**config.mk**
```make
export PLATFORM = sky130hd
export DESIGN_NAME = prio_frame_txq
export DESIGN_NICKNAME = d
export VERILOG_FILES = /design/src/rtl/txq_pkg.sv /design/src/rtl/txq_ctl_slot.sv /design/src/rtl/txq_data_buf.sv /design/src/rtl/txq_prio_pick.sv /design/src/rtl/prio_frame_txq.sv
export SDC_FILE = /design/constraint.sdc
export NUM_CORES = 2
export LEC_CHECK = 0
export CORE_ASPECT_RATIO = 1.4
export CORE_MARGIN = 2
export CORE_UTILIZATION = 23
export CTS_BUF_LIST = sky130_fd_sc_hd__clkbuf_8
export CTS_CLUSTER_DIAMETER = 30
export CTS_CLUSTER_SIZE = 10
export DETAILED_ROUTE_END_ITERATION = 8
export PLACE_DENSITY = 0.47
export SKIP_LAST_GASP = 1
export SLEW_MARGIN = 20
export SYNTH_ARGS = -nofsm -noshare
export SYNTH_HDL_FRONTEND = slang
export SYNTH_MEMORY_MAX_BITS = 65536
export SYNTH_SLANG_ARGS = --single-unit
```
**constraint.sdc**
```tcl
create_clock -name clk -period 3.5 [get_ports clk]
set_input_delay 0.7 -clock clk [delete_from_list [all_inputs] [get_ports clk]]
set_output_delay 0.7 -clock clk [all_outputs]
set_load 0.05 [all_outputs]
```
**src/rtl/txq_pkg.sv**
```systemverilog
package txq_pkg;
    typedef enum logic [2:0] {
        ST_IDLE,
        ST_OPEN,
        ST_BODY,
        ST_ESC,
        ST_CLOSE
    } txq_state_e;

    localparam logic [7:0] FLAG_BYTE = 8'h7E;
    localparam logic [7:0] ESC_BYTE  = 8'h7D;
    localparam logic [7:0] ESC_XOR   = 8'h20;

    localparam int NSLOT    = 3;
    localparam int SLOT_RNR = 0;
    localparam int SLOT_IST = 1;
    localparam int SLOT_DAT = 2;
endpackage

```
**src/rtl/txq_ctl_slot.sv**
```systemverilog
module txq_ctl_slot #(
    parameter int MAXB  = 4,
    parameter int LEN_W = 3,
    parameter int IDX_W = 10
) (
    input  logic                clk,
    input  logic                rst_n,
    input  logic                load,
    input  logic [LEN_W-1:0]    ld_len,
    input  logic [MAXB*8-1:0]   ld_bytes,
    input  logic                clr,
    input  logic [IDX_W-1:0]    rd_idx,
    output logic                valid,
    output logic [IDX_W-1:0]    len_o,
    output logic [7:0]          rd_byte,
    output logic                reject
);
    typedef struct packed {
        logic              valid;
        logic [LEN_W-1:0]  len;
        logic [MAXB*8-1:0] bytes;
    } slot_t;

    slot_t s_d, s_q;

    always_comb begin
        s_d    = s_q;
        reject = load && (s_q.valid || (ld_len > LEN_W'(MAXB)));
        if (clr) begin
            s_d.valid = 1'b0;
        end
        if (load && !reject) begin
            s_d.valid = 1'b1;
            s_d.len   = ld_len;
            s_d.bytes = ld_bytes;
        end
        rd_byte = '0;
        for (int k = 0; k < MAXB; k++) begin
            if (rd_idx == IDX_W'(k)) rd_byte = s_q.bytes[k*8 +: 8];
        end
    end

    always_ff @(posedge clk) begin
        if (!rst_n) s_q <= '0;
        else        s_q <= s_d;
    end

    assign valid = s_q.valid;
    assign len_o = IDX_W'(s_q.len);

    // A queued frame keeps its contents until drained
    assert_slot_hold_R8: assert property (@(posedge clk) disable iff (!rst_n)
        (s_q.valid && !clr) |=> (s_q.valid && $stable(s_q.len) && $stable(s_q.bytes)));
endmodule

```
**src/rtl/txq_data_buf.sv**
```systemverilog
module txq_data_buf #(
    parameter int DEPTH = 514,
    parameter int IDX_W = 10,
    parameter int LEN_W = 10
) (
    input  logic              clk,
    input  logic              rst_n,
    input  logic              wr_en,
    input  logic [IDX_W-1:0]  wr_idx,
    input  logic [7:0]        wr_byte,
    input  logic              commit,
    input  logic [LEN_W-1:0]  c_len,
    input  logic              clr,
    input  logic [LEN_W-1:0]  rd_idx,
    output logic              valid,
    output logic [LEN_W-1:0]  len_o,
    output logic [7:0]        rd_byte,
    output logic              reject
);
    typedef struct packed {
        logic             valid;
        logic [LEN_W-1:0] len;
    } dctl_t;

    dctl_t c_d, c_q;
    logic [7:0] mem [DEPTH];
    logic       wr_ok;

    always_comb begin
        c_d    = c_q;
        reject = ((wr_en || commit) && c_q.valid) ||
                 (commit && (c_len > LEN_W'(DEPTH)));
        wr_ok  = wr_en && !c_q.valid &&
                 ({1'b0, wr_idx} < (IDX_W+1)'(DEPTH));
        if (clr) begin
            c_d.valid = 1'b0;
        end
        if (commit && !reject) begin
            c_d.valid = 1'b1;
            c_d.len   = c_len;
        end
        if (rd_idx < LEN_W'(DEPTH)) rd_byte = mem[rd_idx[IDX_W-1:0]];
        else                        rd_byte = '0;
    end

    always_ff @(posedge clk) begin
        if (!rst_n) c_q <= '0;
        else        c_q <= c_d;
    end

    always_ff @(posedge clk) begin
        if (wr_ok) mem[wr_idx] <= wr_byte;
    end

    assign valid = c_q.valid;
    assign len_o = c_q.len;

    // Committed data frame stays until its closing flag is accepted
    assert_data_hold_R8: assert property (@(posedge clk) disable iff (!rst_n)
        (c_q.valid && !clr) |=> (c_q.valid && $stable(c_q.len)));
endmodule

```
**src/rtl/txq_prio_pick.sv**
```systemverilog
module txq_prio_pick #(
    parameter int N = 3,
    localparam int W = (N > 1) ? $clog2(N) : 1
) (
    input  logic [N-1:0] req,
    output logic [W-1:0] gnt,
    output logic         any
);
    always_comb begin
        gnt = '0;
        for (int k = N - 1; k >= 0; k--) begin
            if (req[k]) gnt = W'(k);
        end
        any = |req;
    end
endmodule

```
**src/rtl/prio_frame_txq.sv**
```systemverilog
module prio_frame_txq
    import txq_pkg::*;
#(
    parameter int DATA_MAX  = 514,
    parameter int SMALL_MAX = 4,
    localparam int DIDX_W = $clog2(DATA_MAX),
    localparam int DLEN_W = $clog2(DATA_MAX + 1),
    localparam int SLEN_W = $clog2(SMALL_MAX + 1)
) (
    input  logic                   clk,
    input  logic                   rst_n,
    input  logic                   dat_wr_en,
    input  logic [DIDX_W-1:0]      dat_wr_idx,
    input  logic [7:0]             dat_wr_byte,
    input  logic                   dat_commit,
    input  logic [DLEN_W-1:0]      dat_len,
    input  logic                   ist_load,
    input  logic [SLEN_W-1:0]      ist_len,
    input  logic [SMALL_MAX*8-1:0] ist_bytes,
    input  logic                   rnr_load,
    input  logic [SLEN_W-1:0]      rnr_len,
    input  logic [SMALL_MAX*8-1:0] rnr_bytes,
    output logic                   tx_valid,
    output logic [7:0]             tx_data,
    input  logic                   tx_ready,
    output logic                   irq,
    output logic [2:0]             busy
);
    typedef struct packed {
        txq_state_e        st;
        logic [1:0]        sel;
        logic [DLEN_W-1:0] idx;
    } fsm_t;

    fsm_t f_d, f_q;

    logic [NSLOT-1:0]  slot_vld;
    logic [NSLOT-1:0]  slot_clr;
    logic [DLEN_W-1:0] slot_len  [NSLOT];
    logic [7:0]        slot_byte [NSLOT];
    logic [1:0]        gnt;
    logic              any_req;
    logic [7:0]        cur_byte;
    logic [DLEN_W-1:0] cur_len;
    logic [DLEN_W-1:0] nxt_idx;
    logic              need_esc;
    logic              accept;

    logic [1:0]              sm_load;
    logic [SLEN_W-1:0]       sm_len   [2];
    logic [SMALL_MAX*8-1:0]  sm_bytes [2];

    assign sm_load     = {ist_load, rnr_load};
    assign sm_len[0]   = rnr_len;
    assign sm_len[1]   = ist_len;
    assign sm_bytes[0] = rnr_bytes;
    assign sm_bytes[1] = ist_bytes;

    // short control slots: index 0 = not-ready, index 1 = status
    for (genvar g = 0; g < 2; g++) begin : g_small
        txq_ctl_slot #(
            .MAXB  (SMALL_MAX),
            .LEN_W (SLEN_W),
            .IDX_W (DLEN_W)
        ) i_slot (
            .clk      (clk),
            .rst_n    (rst_n),
            .load     (sm_load[g]),
            .ld_len   (sm_len[g]),
            .ld_bytes (sm_bytes[g]),
            .clr      (slot_clr[g]),
            .rd_idx   (f_q.idx),
            .valid    (slot_vld[g]),
            .len_o    (slot_len[g]),
            .rd_byte  (slot_byte[g]),
            .reject   (busy[g])
        );
    end

    txq_data_buf #(
        .DEPTH (DATA_MAX),
        .IDX_W (DIDX_W),
        .LEN_W (DLEN_W)
    ) i_dbuf (
        .clk     (clk),
        .rst_n   (rst_n),
        .wr_en   (dat_wr_en),
        .wr_idx  (dat_wr_idx),
        .wr_byte (dat_wr_byte),
        .commit  (dat_commit),
        .c_len   (dat_len),
        .clr     (slot_clr[SLOT_DAT]),
        .rd_idx  (f_q.idx),
        .valid   (slot_vld[SLOT_DAT]),
        .len_o   (slot_len[SLOT_DAT]),
        .rd_byte (slot_byte[SLOT_DAT]),
        .reject  (busy[SLOT_DAT])
    );

    txq_prio_pick #(.N(NSLOT)) i_pick (
        .req (slot_vld),
        .gnt (gnt),
        .any (any_req)
    );

    always_comb begin
        case (f_q.sel)
            2'(SLOT_RNR): begin cur_byte = slot_byte[SLOT_RNR]; cur_len = slot_len[SLOT_RNR]; end
            2'(SLOT_IST): begin cur_byte = slot_byte[SLOT_IST]; cur_len = slot_len[SLOT_IST]; end
            default:      begin cur_byte = slot_byte[SLOT_DAT]; cur_len = slot_len[SLOT_DAT]; end
        endcase
    end

    always_comb begin
        f_d      = f_q;
        slot_clr = '0;
        need_esc = (cur_byte == FLAG_BYTE) || (cur_byte == ESC_BYTE);
        nxt_idx  = f_q.idx + 1'b1;
        tx_valid = (f_q.st != ST_IDLE);
        tx_data  = FLAG_BYTE;
        accept   = tx_valid && tx_ready;
        case (f_q.st)
            ST_IDLE: begin
                if (any_req) begin
                    f_d.st  = ST_OPEN;
                    f_d.sel = gnt;
                    f_d.idx = '0;
                end
            end
            ST_OPEN: begin
                if (accept) f_d.st = (cur_len == '0) ? ST_CLOSE : ST_BODY;
            end
            ST_BODY: begin
                tx_data = need_esc ? ESC_BYTE : cur_byte;
                if (accept) begin
                    if (need_esc) begin
                        f_d.st = ST_ESC;
                    end else begin
                        f_d.idx = nxt_idx;
                        f_d.st  = (nxt_idx == cur_len) ? ST_CLOSE : ST_BODY;
                    end
                end
            end
            ST_ESC: begin
                tx_data = cur_byte ^ ESC_XOR;
                if (accept) begin
                    f_d.idx = nxt_idx;
                    f_d.st  = (nxt_idx == cur_len) ? ST_CLOSE : ST_BODY;
                end
            end
            ST_CLOSE: begin
                if (accept) begin
                    slot_clr[f_q.sel] = 1'b1;
                    f_d.st            = ST_IDLE;
                end
            end
            default: f_d.st = ST_IDLE;
        endcase
    end

    always_ff @(posedge clk) begin
        if (!rst_n) f_q <= '{st: ST_IDLE, sel: '0, idx: '0};
        else        f_q <= f_d;
    end

    assign irq = |slot_vld;

    assert_irq_while_sending_R2: assert property (@(posedge clk) disable iff (!rst_n)
        tx_valid |-> irq);

    assert_irq_falls_on_close_R2: assert property (@(posedge clk) disable iff (!rst_n)
        $fell(irq) |-> $past(f_q.st == ST_CLOSE && tx_ready));

    assert_stall_hold_R7: assert property (@(posedge clk) disable iff (!rst_n)
        (tx_valid && !tx_ready) |=> (tx_valid && $stable(tx_data)));

    assert_no_raw_flag_R4: assert property (@(posedge clk) disable iff (!rst_n)
        (f_q.st == ST_BODY || f_q.st == ST_ESC) |-> (tx_data != FLAG_BYTE));

    assert_no_preempt_R6: assert property (@(posedge clk) disable iff (!rst_n)
        (f_q.st != ST_IDLE && $past(f_q.st != ST_IDLE)) |-> (f_q.sel == $past(f_q.sel)));

    assert_rnr_first_R5: assert property (@(posedge clk) disable iff (!rst_n)
        (f_q.st == ST_IDLE && slot_vld[SLOT_RNR]) |=>
            (f_q.st == ST_OPEN && f_q.sel == 2'(SLOT_RNR)));
endmodule

```
==> summary.md <==
| Metric | Value |
|---|---|
| Largest net degree at the start of global routing | `roughly 120` |
| Final WL | `about 660 mm` |
| Iter 0 DRT Violations | `just over 10,000` |
| R2r setup slk | `-1.40 ns` |
| Hold depth | `3` |
| Leak Pwr | `~67 nW` |
| Dpl ws | `-2.71 ns` |
| Final Wtd Congestion | `a little over 0.9` |
| Antenna violations before repair | `49` |
| Post-Syn Area | `167,000 um^2` |
| DR pass1 iterations | `5` |
| Die X | `~720 um` |
| Fmax | `164 MHz` |
| Clock Skews | `approximately 0.1 ns` |
| CTS clk-pin slew, worst paths | `about 0.060 ns` |
| Final setup TNS | `-46.97 ns` |
| Fin area | `roughly 210,000 um^2` |
| Die ar. | `~730,000 um^2` |
| Ys async rst share | `0%` |
| Setup-failing EPs final | `31` |
| Clock Sinks | `approximately 4,200` |
| Largest fanout on the critical path | `6` |
| Max cap viols | `0` |
| Clock Latency Late Sink | `1.24 ns` |
| Final ANT Viol Nets | `0` |
| Area post-placement | `between 150,000 and 200,000 um^2` |
| Hold Crit Endpoint | `g_small[1].i_slot.s_q[3]$_SDFFE_PN0P_` |
| Failing checks | `negative setup slack` |
| Vias in the first global route | `98,847` |
| Worst min-delay path startpoint | `ist_bytes[3]` |
| Avg Cell Area, Syn | `between 15 and 20 um^2` |
| Slew Viols, Final | `0` |
| Crit path kind | `flip-flop to primary output` |
| Ys flop type | `edfxtp_1` |
| PwrDens | `479 nW/um^2` |
| Final Cycle Share | `175%` |
| # H-tree levels | `6` |
| Cell variety after synth | `between 90 and 100` |
| Total power | `a little over 100 mW` |
| CP Data Arrival Time | `5.41 ns` |
| Number of nets in the layout | `11,074` |
| Die height | `around 1 mm` |
| Post-synthesis sequential area ratio | `approximately three quarters` |
| Critical Path Most Common Cell | `buf_4` |
| Fin crit period | `slightly above 6 ns` |
| IO Count | `118` |
| Initial core utilization | `approximately 23%` |
| Final core occ | `about 29%` |
| Crit path max-delay cell type | `nor4_2` |
| Clk root buf | `clkbuf_8` |
| I/O Buffers | `between 100 and 150` |
| Status | `complete, but fails checks` |
| Row count | `between 300 and 400` |
| Post-synth top area share | `between 70 and 80%` |
| Cell with the most instances after synthesis | `edfxtp_1` |
| Final Hold Vio Count | `0` |
| CORE AREA | `a little over 700,000 um^2` |
| Via count | `between 90,000 and 100k` |
| Residual DRC | `0` |
| Critical path startpoint category | `flip-flop` |
| Congestion Overflow GR | `0` |
| Worst path max stage delay | `0.51 ns` |
| R2R cell count | `24` |
| Top cells by area, synth | `edfxtp_1 74%, mux4_2 10%, mux2i_1 4.1%` |
| Wirelength per Cell | `31.1 um` |
| Final HPWL DP | `about 450 mm` |
| Max transition margin | `roughly 25%` |
| Max rail drop VDD | `0.000314 V` |
| Synth Net Count | `8,774` |
| Min-Delay Path Class | `input port to flip-flop` |
| Worst path cell trace | `buf_12, buf_12, buf_6, buf_4, mux4_2, mux2i_1, buf_4, a2111oi_2, buf_4, o21ai_0, nor4_2, a211o_2, a221oi_2, buf_4, nor3_4, nand4_4, and2_4, o21ai_4, buf_6` |
| Leading area contributor after synthesis | `edfxtp_1` |
| Fraction of layout cells with a size suffix above 1 | `35.8%` |
| First-pass GRT wire length | `873 mm` |
| Seq cells post-synth | `~4,200` |
| Crit end category | `primary output` |
| Post-synth EDFFs | `approximately 4,100` |
| RSZ-0062 raised after global routing | `yes` |
| Commonest cells post-synth | `4,112 x edfxtp_1, 743 x mux4_2, 674 x mux2i_1` |
| Syn Inst Count | `8,665` |
| Worst Tran Pin Value | `approximately 1.1 ns` |
| Vias per cell | `around 4.6` |
| Synthesis Warnings | `0` |
| Post-route setup slack | `-2.61 ns` |
| Clock buffer depth | `5` |
| CTS tree | `done` |
| Global Route Usage Sum | `17.4%` |
| Critical path data required time | `~2.8 ns` |
| Total CTS buffers | `651` |
| Layout area overhead | `27.1%` |
sequential cells by signal, summed over array words and instances, names as in the netlist, named ones only:
name / cells
i_dbuf.len_o: 10
f_q: 15
g_small.i_slot.s_q: 64
g_small.i_slot.valid: 2
i_dbuf.valid: 1
g_small.i_slot.len_o: 6
i_dbuf.mem: 4112
cells in the final DEF, fill, tap and decap left out, types with 27 or more instances in the layout:
master,n
o22ai_1,27
mux2i_1,649
mux4_2,746
a22oi_1,262
a21oi_1,136
buf_12,281
inv_1,98
nor2b_1,35
buf_16,36
a31oi_1,27
clkinvlp_4,51
a21boi_0,72
a221oi_1,64
nand2_1,407
nor2_1,623
clkinv_4,28
inv_6,27
o211ai_1,27
clkbuf_8,665
diode_2,45
nor3_1,37
nand3_1,78
clkdlybuf4s50_1,96
buf_4,1654
o21ai_0,63
a211oi_1,28
buf_6,69
bufinv_16,55
edfxtp_1,4112
nand2_2,30
clkinv_1,71
clkinv_2,80
dfxtp_1,98
repair_timing:
action                     in CTS  in global routing
pin swaps                      54                 40
setup buffers                  85                 44
gates resized for setup       303                126
hold endpoints to repair      123                  0
hold buffers                   19                  0
setup endpoints to repair      34                 31
gates cloned                   16                  8
logic make-up (layout without fill, tap and decap cells):
logic type               Yosys count  in the layout  synth area share (%)
flip-flops                      4220           4220                  75.4
multiplexers                    1469           1469                  14.7
AND/OR/NAND/NOR                 1434           1434                  3.71
AO/OA/AOI/OAI                    949            949                  4.05
buffers and inverters            580           3278                  2.08
XOR/XNOR                           9              9                0.0473
adder cells (fa/ha/maj)            4              4                0.0300
other                              0             45                     0
stage by stage:
| step | std cells | hold WS, ns |
|---|---|---|
| finish | 21054 | 0.119 |
| global route | 21011 | 0.0834 |
| CTS | 20961 | 0.000658 |
| detailed placement | 19792 | 0.456 |
| global placement | 19790 | 0.451 |
| floorplan | 8665 | 0.439 |
power breakdown:
group	switching (mW)	leakage [nW]	internal, mW
sequential	0.0629	37.8	55.4
clock	20.5	6.63	21.9
combinational	2.23	22.7	1.19
final cells by class:
class                           count  area (um^2)
Antenna cell                       45          113
Clock buffer                      665         9150
Clock inverter                    386         3480
Fill cell                       71765       509000
Inverter                           29          128
Multi-Input combinational cell   3865        39300
Sequential cell                  4220       126000
Tap cell                         9646        12100
Timing Repair Buffer             2198        21900
metal layers:
layer	wire length (um)	up-vias	global-route usage, %
met3	39400	1264	2.90
met1	236000	52153	19.5
li1	-	39939	-
met2	335000	4005	30.7
met4	44500	16	11.0
met5	107	-	0
worst max-delay path: cells and delay by family (launching register included):
kind	cells	cell delay, ns
flops	1	0.36
mux	2	0.44
simple gates	4	1.16
compound gates	5	0.95
buf+inv	8	1.32
worst max path at each step:
stage	end	slack, ns	cells after the start
after floorplan	tx_data[0]	-0.39	13
after global placement	tx_data[6]	-3.32	18
after detailed placement	tx_data[6]	-2.71	19
after CTS	tx_data[5]	-2.71	21
after global routing	tx_data[6]	-2.67	18
final	tx_data[6]	-2.61	19
Power figures use the tool's default switching activity.
